### config.mk
export PLATFORM = sky130hd
export DESIGN_NAME = dma_req_arbiter
export DESIGN_NICKNAME = d
export VERILOG_FILES = /design/src/rtl/dma_arb_pkg.sv /design/src/rtl/dma_req_sync.sv /design/src/rtl/dma_prio_pick.sv /design/src/rtl/dma_xfer_ctl.sv /design/src/rtl/dma_req_arbiter.sv
export SDC_FILE = /design/constraint.sdc
export NUM_CORES = 1
export LEC_CHECK = 0
export BUFFER_PORTS_ARGS = -buffer_cell sky130_fd_sc_hd__clkbuf_2
export CORE_ASPECT_RATIO = 2
export CORE_MARGIN = 3
export CORE_UTILIZATION = 46
export DETAILED_ROUTE_END_ITERATION = 10
export HOLD_SLACK_MARGIN = 0.02
export PLACE_DENSITY_LB_ADDON = 0.25
export REMOVE_ABC_BUFFERS = 1
export SYNTH_ARGS = -nofsm -noshare
export SYNTH_HDL_FRONTEND = slang
export SYNTH_SLANG_ARGS = --single-unit
### constraint.sdc
create_clock -name clk -period 1.8 [get_ports clk]
set_clock_uncertainty 0.05 [all_clocks]
set_input_delay 0 -clock clk [delete_from_list [all_inputs] [get_ports clk]]
set_output_delay 0 -clock clk [all_outputs]
set_load 0.02 [all_outputs]
### src/rtl/dma_arb_pkg.sv
package dma_arb_pkg;
    localparam int NCH   = 8;
    localparam int IDX_W = $clog2(NCH);
    localparam logic [NCH-1:0] WORD_MASK  = 8'hE0;
    localparam logic [NCH-1:0] CH_PRESENT = 8'hEF;

    typedef logic [IDX_W-1:0] ch_idx_t;

    typedef struct packed {
        logic    busy;
        ch_idx_t ch;
    } grant_t;

    function automatic ch_idx_t first_set(input logic [NCH-1:0] v);
        ch_idx_t r;
        r = '0;
        for (int i = NCH - 1; i >= 0; i--) begin
            if (v[i]) r = ch_idx_t'(i);
        end
        return r;
    endfunction

    function automatic logic word_aligned(input logic a0, input logic hbe_n);
        return !a0 && !hbe_n;
    endfunction
endpackage

### src/rtl/dma_req_sync.sv
module dma_req_sync #(
    parameter int W = 8
) (
    input  logic         clk,
    input  logic         rst,
    input  logic [W-1:0] d_async,
    output logic [W-1:0] q_sync
);
    for (genvar i = 0; i < W; i++) begin : g_bit
        logic s1, s2;
        always_ff @(posedge clk) begin
            if (rst) begin
                s1 <= 1'b0;
                s2 <= 1'b0;
            end else begin
                s1 <= d_async[i];
                s2 <= s1;
            end
        end
        assign q_sync[i] = s2;
    end
endmodule

### src/rtl/dma_prio_pick.sv
module dma_prio_pick
    import dma_arb_pkg::*;
(
    input  logic [NCH-1:0] req_s,
    input  logic           addr0,
    input  logic           hbe_n,
    output logic           any,
    output ch_idx_t        idx,
    output logic           misaligned
);
    logic           ok;
    logic [NCH-1:0] eligible;

    always_comb begin
        ok         = word_aligned(addr0, hbe_n);
        eligible   = req_s & CH_PRESENT & (ok ? {NCH{1'b1}} : ~WORD_MASK);
        any        = |eligible;
        idx        = first_set(eligible);
        misaligned = !ok && |(req_s & WORD_MASK);
    end
endmodule

### src/rtl/dma_xfer_ctl.sv
module dma_xfer_ctl
    import dma_arb_pkg::*;
#(
    parameter int CNT_W = 8
) (
    input  logic             clk,
    input  logic             rst,
    input  logic             pick_any,
    input  ch_idx_t          pick_idx,
    input  logic             misaligned,
    input  logic [NCH-1:0]   req_s,
    input  logic [NCH-1:0]   cascade_mode,
    input  logic [NCH-1:0]   tc_in_mode,
    input  logic [CNT_W-1:0] xfer_len,
    input  logic             tc_in,
    output logic [NCH-1:0]   dack_n,
    output logic             tc_out,
    output logic             tc_oe,
    output logic             align_err
);
    grant_t           g;
    logic [CNT_W-1:0] cnt;
    logic             casc, inm, end_now;

    always_comb begin
        casc    = cascade_mode[g.ch];
        inm     = tc_in_mode[g.ch];
        end_now = casc ? !req_s[g.ch] : ((cnt == '0) || (inm && tc_in));
        dack_n  = g.busy ? ~({{(NCH-1){1'b0}}, 1'b1} << g.ch) : {NCH{1'b1}};
        tc_oe   = g.busy && !casc && !inm;
        tc_out  = tc_oe && (cnt == '0);
    end

    always_ff @(posedge clk) begin
        if (rst) begin
            g         <= '0;
            cnt       <= '0;
            align_err <= 1'b0;
        end else begin
            align_err <= !g.busy && misaligned;
            if (!g.busy) begin
                if (pick_any) begin
                    g.busy <= 1'b1;
                    g.ch   <= pick_idx;
                    cnt    <= xfer_len;
                end
            end else if (end_now) begin
                g.busy <= 1'b0;
            end else if (!casc) begin
                cnt <= cnt - 1'b1;
            end
        end
    end
endmodule

### src/rtl/dma_req_arbiter.sv
module dma_req_arbiter
    import dma_arb_pkg::*;
#(
    parameter int CNT_W = 8
) (
    input  logic             clk,
    input  logic             rst,
    input  logic [NCH-1:0]   dreq_async,
    input  logic [NCH-1:0]   cascade_mode,
    input  logic [NCH-1:0]   tc_in_mode,
    input  logic [CNT_W-1:0] xfer_len,
    input  logic             addr0,
    input  logic             hbe_n,
    input  logic             tc_in,
    output logic [NCH-1:0]   dack_n,
    output logic             tc_out,
    output logic             tc_oe,
    output logic             align_err
);
    logic [NCH-1:0] req_s;
    logic           pick_any, misaligned;
    ch_idx_t        pick_idx;

    dma_req_sync #(.W(NCH)) u_sync (
        .clk(clk), .rst(rst), .d_async(dreq_async), .q_sync(req_s)
    );

    dma_prio_pick u_pick (
        .req_s(req_s), .addr0(addr0), .hbe_n(hbe_n),
        .any(pick_any), .idx(pick_idx), .misaligned(misaligned)
    );

    dma_xfer_ctl #(.CNT_W(CNT_W)) u_ctl (
        .clk(clk), .rst(rst), .pick_any(pick_any), .pick_idx(pick_idx),
        .misaligned(misaligned), .req_s(req_s), .cascade_mode(cascade_mode),
        .tc_in_mode(tc_in_mode), .xfer_len(xfer_len), .tc_in(tc_in),
        .dack_n(dack_n), .tc_out(tc_out), .tc_oe(tc_oe), .align_err(align_err)
    );
endmodule

==> metrics list <==
* Arithmetic-cell share of the synthesized area counting full adders, half adders and majority gates: 1.50%
- For this block, the routed nets add up to 5130 um of wire.
- Required time reported for the critical path endpoint: 1.92 ns
- Final hold violation count: 0
- I/O pin count: 48
- Number of global-route vias before repair: 1,761
- Synthesis inferred 29 register bits.
- Congestion Overflow GR: 0
- Clock transition at the register clock pins on the worst setup and hold paths after CTS: 0.07 ns
- Setup WS pre-CTS: -0.169 ns
- The Yosys step of the flow raised 0 warnings.
* Area share of the largest cell type after synthesis: 34.8%
- Endpoint type of the worst setup path: register
- The setup path with the least slack is of type register to register.
- After synthesis, the cell types taking the most area are dfxtp_1, nor2b_1, nor2_1, a21oi_1, mux2i_1.
- Overall die height: 91.1 um
* Syn_area_per_cell: 9.01 um^2
- After synthesis, the largest family of logic cells by area is simple AND/OR/NAND/NOR gates.
- Number of antenna violations at the first check in global routing: 0
- Number of filler instances in the final layout: 251
* Antenna Cells: 0
- The run finished, with violations left.
- The net count of the finished layout is 320.
- The die covers 0.00442 mm^2.
- Counting flops with a built-in enable in the synthesized netlist gives 0.
- Post-route DRC: 0
- Number of clock sinks seen by CTS: 29
- Setup repair after global routing could not meet its margin everywhere.
- Of all nets on the critical path, the largest fanout is 7.
- Effective utilization at floorplan: 48.3%
- Total number of H-tree levels: 2
* Fraction of final layout cells sized beyond drive strength 1: 45.4%
- Leading area contributor after synthesis: dfxtp_1
- Port buffering added 47 buffers.
- Area of the mapped netlist: 0.00167 mm^2
- Final slew viol count: 0
- On the worst path, the slowest cell contributes a delay of 0.37 ns.
* Clock tree buffer depth: 2
- Row count: 30
* Portion of the clock cycle consumed by the worst path in the final layout: 102%
- For this run, the total global-route usage over all layers was measured as 23.0%.
* Overall via count from detail_route: 1,793
- Number of buffers created by CTS: 5
- Headroom to the max-slew limit came out at 76.6%.
- Power per cell area: 851 mW/mm^2
- Final number of setup-violating endpoints: 4
* Most common library cell in the layout ignoring fill and taps: clkbuf_2
* Sum of negative setup slack: -0.0854 ns
- Sequential cell area fraction in the yosys report: 34.8%
- Synthesized instance count: 185
* Most frequent cells in the layout: clkbuf_2, buf_4, dfxtp_1
- The most used flip-flop cell after synthesis is dfxtp_1.
- Arrival @ worst endpoint: 1.95 ns
- Post-DR vias/cell: 5.43
* Horizontal die dimension: 48.6 um
- CTS root buffer: clkbuf_8
- The area growth from synthesis to layout is 55.5%.
* Residual antenna-violating net count after detailed routing: 0
- Area share of xor/xnor cells in the synthesized design: 0%
* Area of all sequential standard cells: 589 um^2
* Drt pass-1 iters: 4
- Sequence of cells on the critical path: buf_12, mux2i_1, nand3_1, a31o_2, o21a_4, mux2_4
- Counting distinct cell types in the post-synthesis netlist gives 43.
- In this run, the number of DRC markers left after iteration 0 of detailed routing was 57.
- At the pin with the least slew margin, the transition time is 0.350 ns.
- First-pass GRT wire length: 7830 um
- For this run, the top clock speed supported by timing is 546 MHz.
- VDD sags by at most 0.000665 V.
- TritonCTS clock tree: yes
- Basic-gate share of the synthesized area counting and, or, nand and nor cells: 25.6%
- After detailed routing, the average wire length per cell comes to 15.5 um.
* Slowest CP cell: dfxtp_4
* Area of the core region: 0.00345 mm^2
* Class of the tightest hold or removal check: input port to register
- Largest net degree at the start of global routing: 21
- The analysis attributes to cell leakage a power of 0.00108 uW.
* Placed wire-length estimate: 3350 um
* Failing checks: negative setup slack
* Fraction of registers with async set/reset: 0%
- After synthesis, the share of cell area in mux cells is 10.5%.
- Max-capacitance violation count: 0
- Post-route setup slack: -0.0313 ns
- STA classifies the critical path startpoint as a register.
* Hold_ws: 0.0388 ns
- In the final layout, the multi-input gates occupy 0.00107 mm^2.
- The clock reaches the later pin of the worst-skew pair after 0.28 ns.
* Synthesized-area fraction occupied by ao, oa, aoi and oai cells: 20.5%
- Routability-driven placement finished with a final weighted congestion of 0.846.
- Final critical delay including setup and external delays: 1.83 ns
==> flip-flops by register name (all words and copies together), names as in the netlist <==
name,count
u_ctl.cnt,8
u_sync.g_bit.s1,8
u_sync.g_bit.s2,8
u_ctl.g,4
u_ctl.align_err,1
==> path summary, 6_finish.rpt <==
kind / to / startpoint / cells after the start / slack (ns)
max reg2reg: u_ctl.cnt[1] / u_ctl.g[1] / 6 / -0.03
min: u_ctl.cnt[3] / xfer_len[3] / 3 / 0.04
min reg2reg: u_sync.g_bit[2].s2 / u_sync.g_bit[2].s1 / 1 / 0.39
max: u_ctl.cnt[1] / u_ctl.g[1] / 6 / -0.03
==> synth_stat cells (2+ instances only) <==
cell,number
a21oi_1,14
a221oi_1,3
buf_6,3
clkbuf_1,8
dfxtp_1,29
ha_1,2
inv_1,7
mux2_4,2
mux2i_1,7
mux4_1,2
nand2_1,8
nand2b_1,7
nand3_1,6
nand4_1,2
nor2_1,19
nor2b_1,17
nor3_1,7
nor4_1,4
o21ai_0,4
o31ai_1,3
o32ai_1,4
o32ai_2,3
or3_1,4
==> power by group <==
part / leakage [uW] / switching, uW / total, uW / internal [uW]
Clock: 0.0000574 / 256 / 706 / 449
Sequential: 0.000241 / 34.7 / 730 / 695
Combinational: 0.000785 / 380 / 770 / 390
Total: 0.00108 / 671 / 2210 / 1540
==> layout make-up <==
cell class | count | area share [%]
Clock buffer | 6 | 3.19
Clock inverter | 2 | 1.45
Inverter | 7 | 1.01
Multi-Input combinational cell | 137 | 41.2
Sequential cell | 29 | 22.7
Tap cell | 48 | 2.32
Timing Repair Buffer | 101 | 28.1
==> per-stage QoR <==
stage / cell area [um^2] / instances / power (uW) / util (%)
floorplan: 1580 / 172 / 1080 / -
global placement: 2150 / 302 / 1350 / 62.1
detailed placement: 2150 / 302 / 1360 / 62.1
CTS: 2530 / 326 / 2150 / 73.2
global route: 2590 / 330 / 2320 / 75.0
finish: 2590 / 330 / 2210 / 75.0
==> repair_timing <==
action / CTS / global route
buffers inserted: 4 / 3
endpoints found under the hold margin: 10 / 0
gates cloned: 1 / 2
hold buffers: 11 / 0
setup endpoints to repair: 11 / 12
resized for setup: 21 / 11
pin swaps: 8 / 13
==> kinds of logic after synthesis <==
group,count (synthesis)
and+or+nand+nor,79
muxes,12
buffers and inverters,20
DFF,29
adders and majority gates,2
AOI/OAI and AO/OA,43
==> worst max-delay path: cells and delay by family (launching register included) <==
| kind | cells | cell delay, ns |
|---|---|---|
| AOI/OAI and AO/OA | 2 | 0.53 |
| buffers and inverters | 1 | 0.13 |
| DFF | 1 | 0.37 |
| muxes | 2 | 0.51 |
| and+or+nand+nor | 1 | 0.12 |
==> routing by layer <==
metal,GRT usage (%),vias to the layer above,wire length [um],share of wire [%]
li1,-,870,-,-
met1,21.0,843,1830,36
met2,44.6,60,2820,55
met3,4.93,20,219,4.3
met4,13.3,0,262,5.1
met5,0,-,0,0
Power figures use the tool's default switching activity.
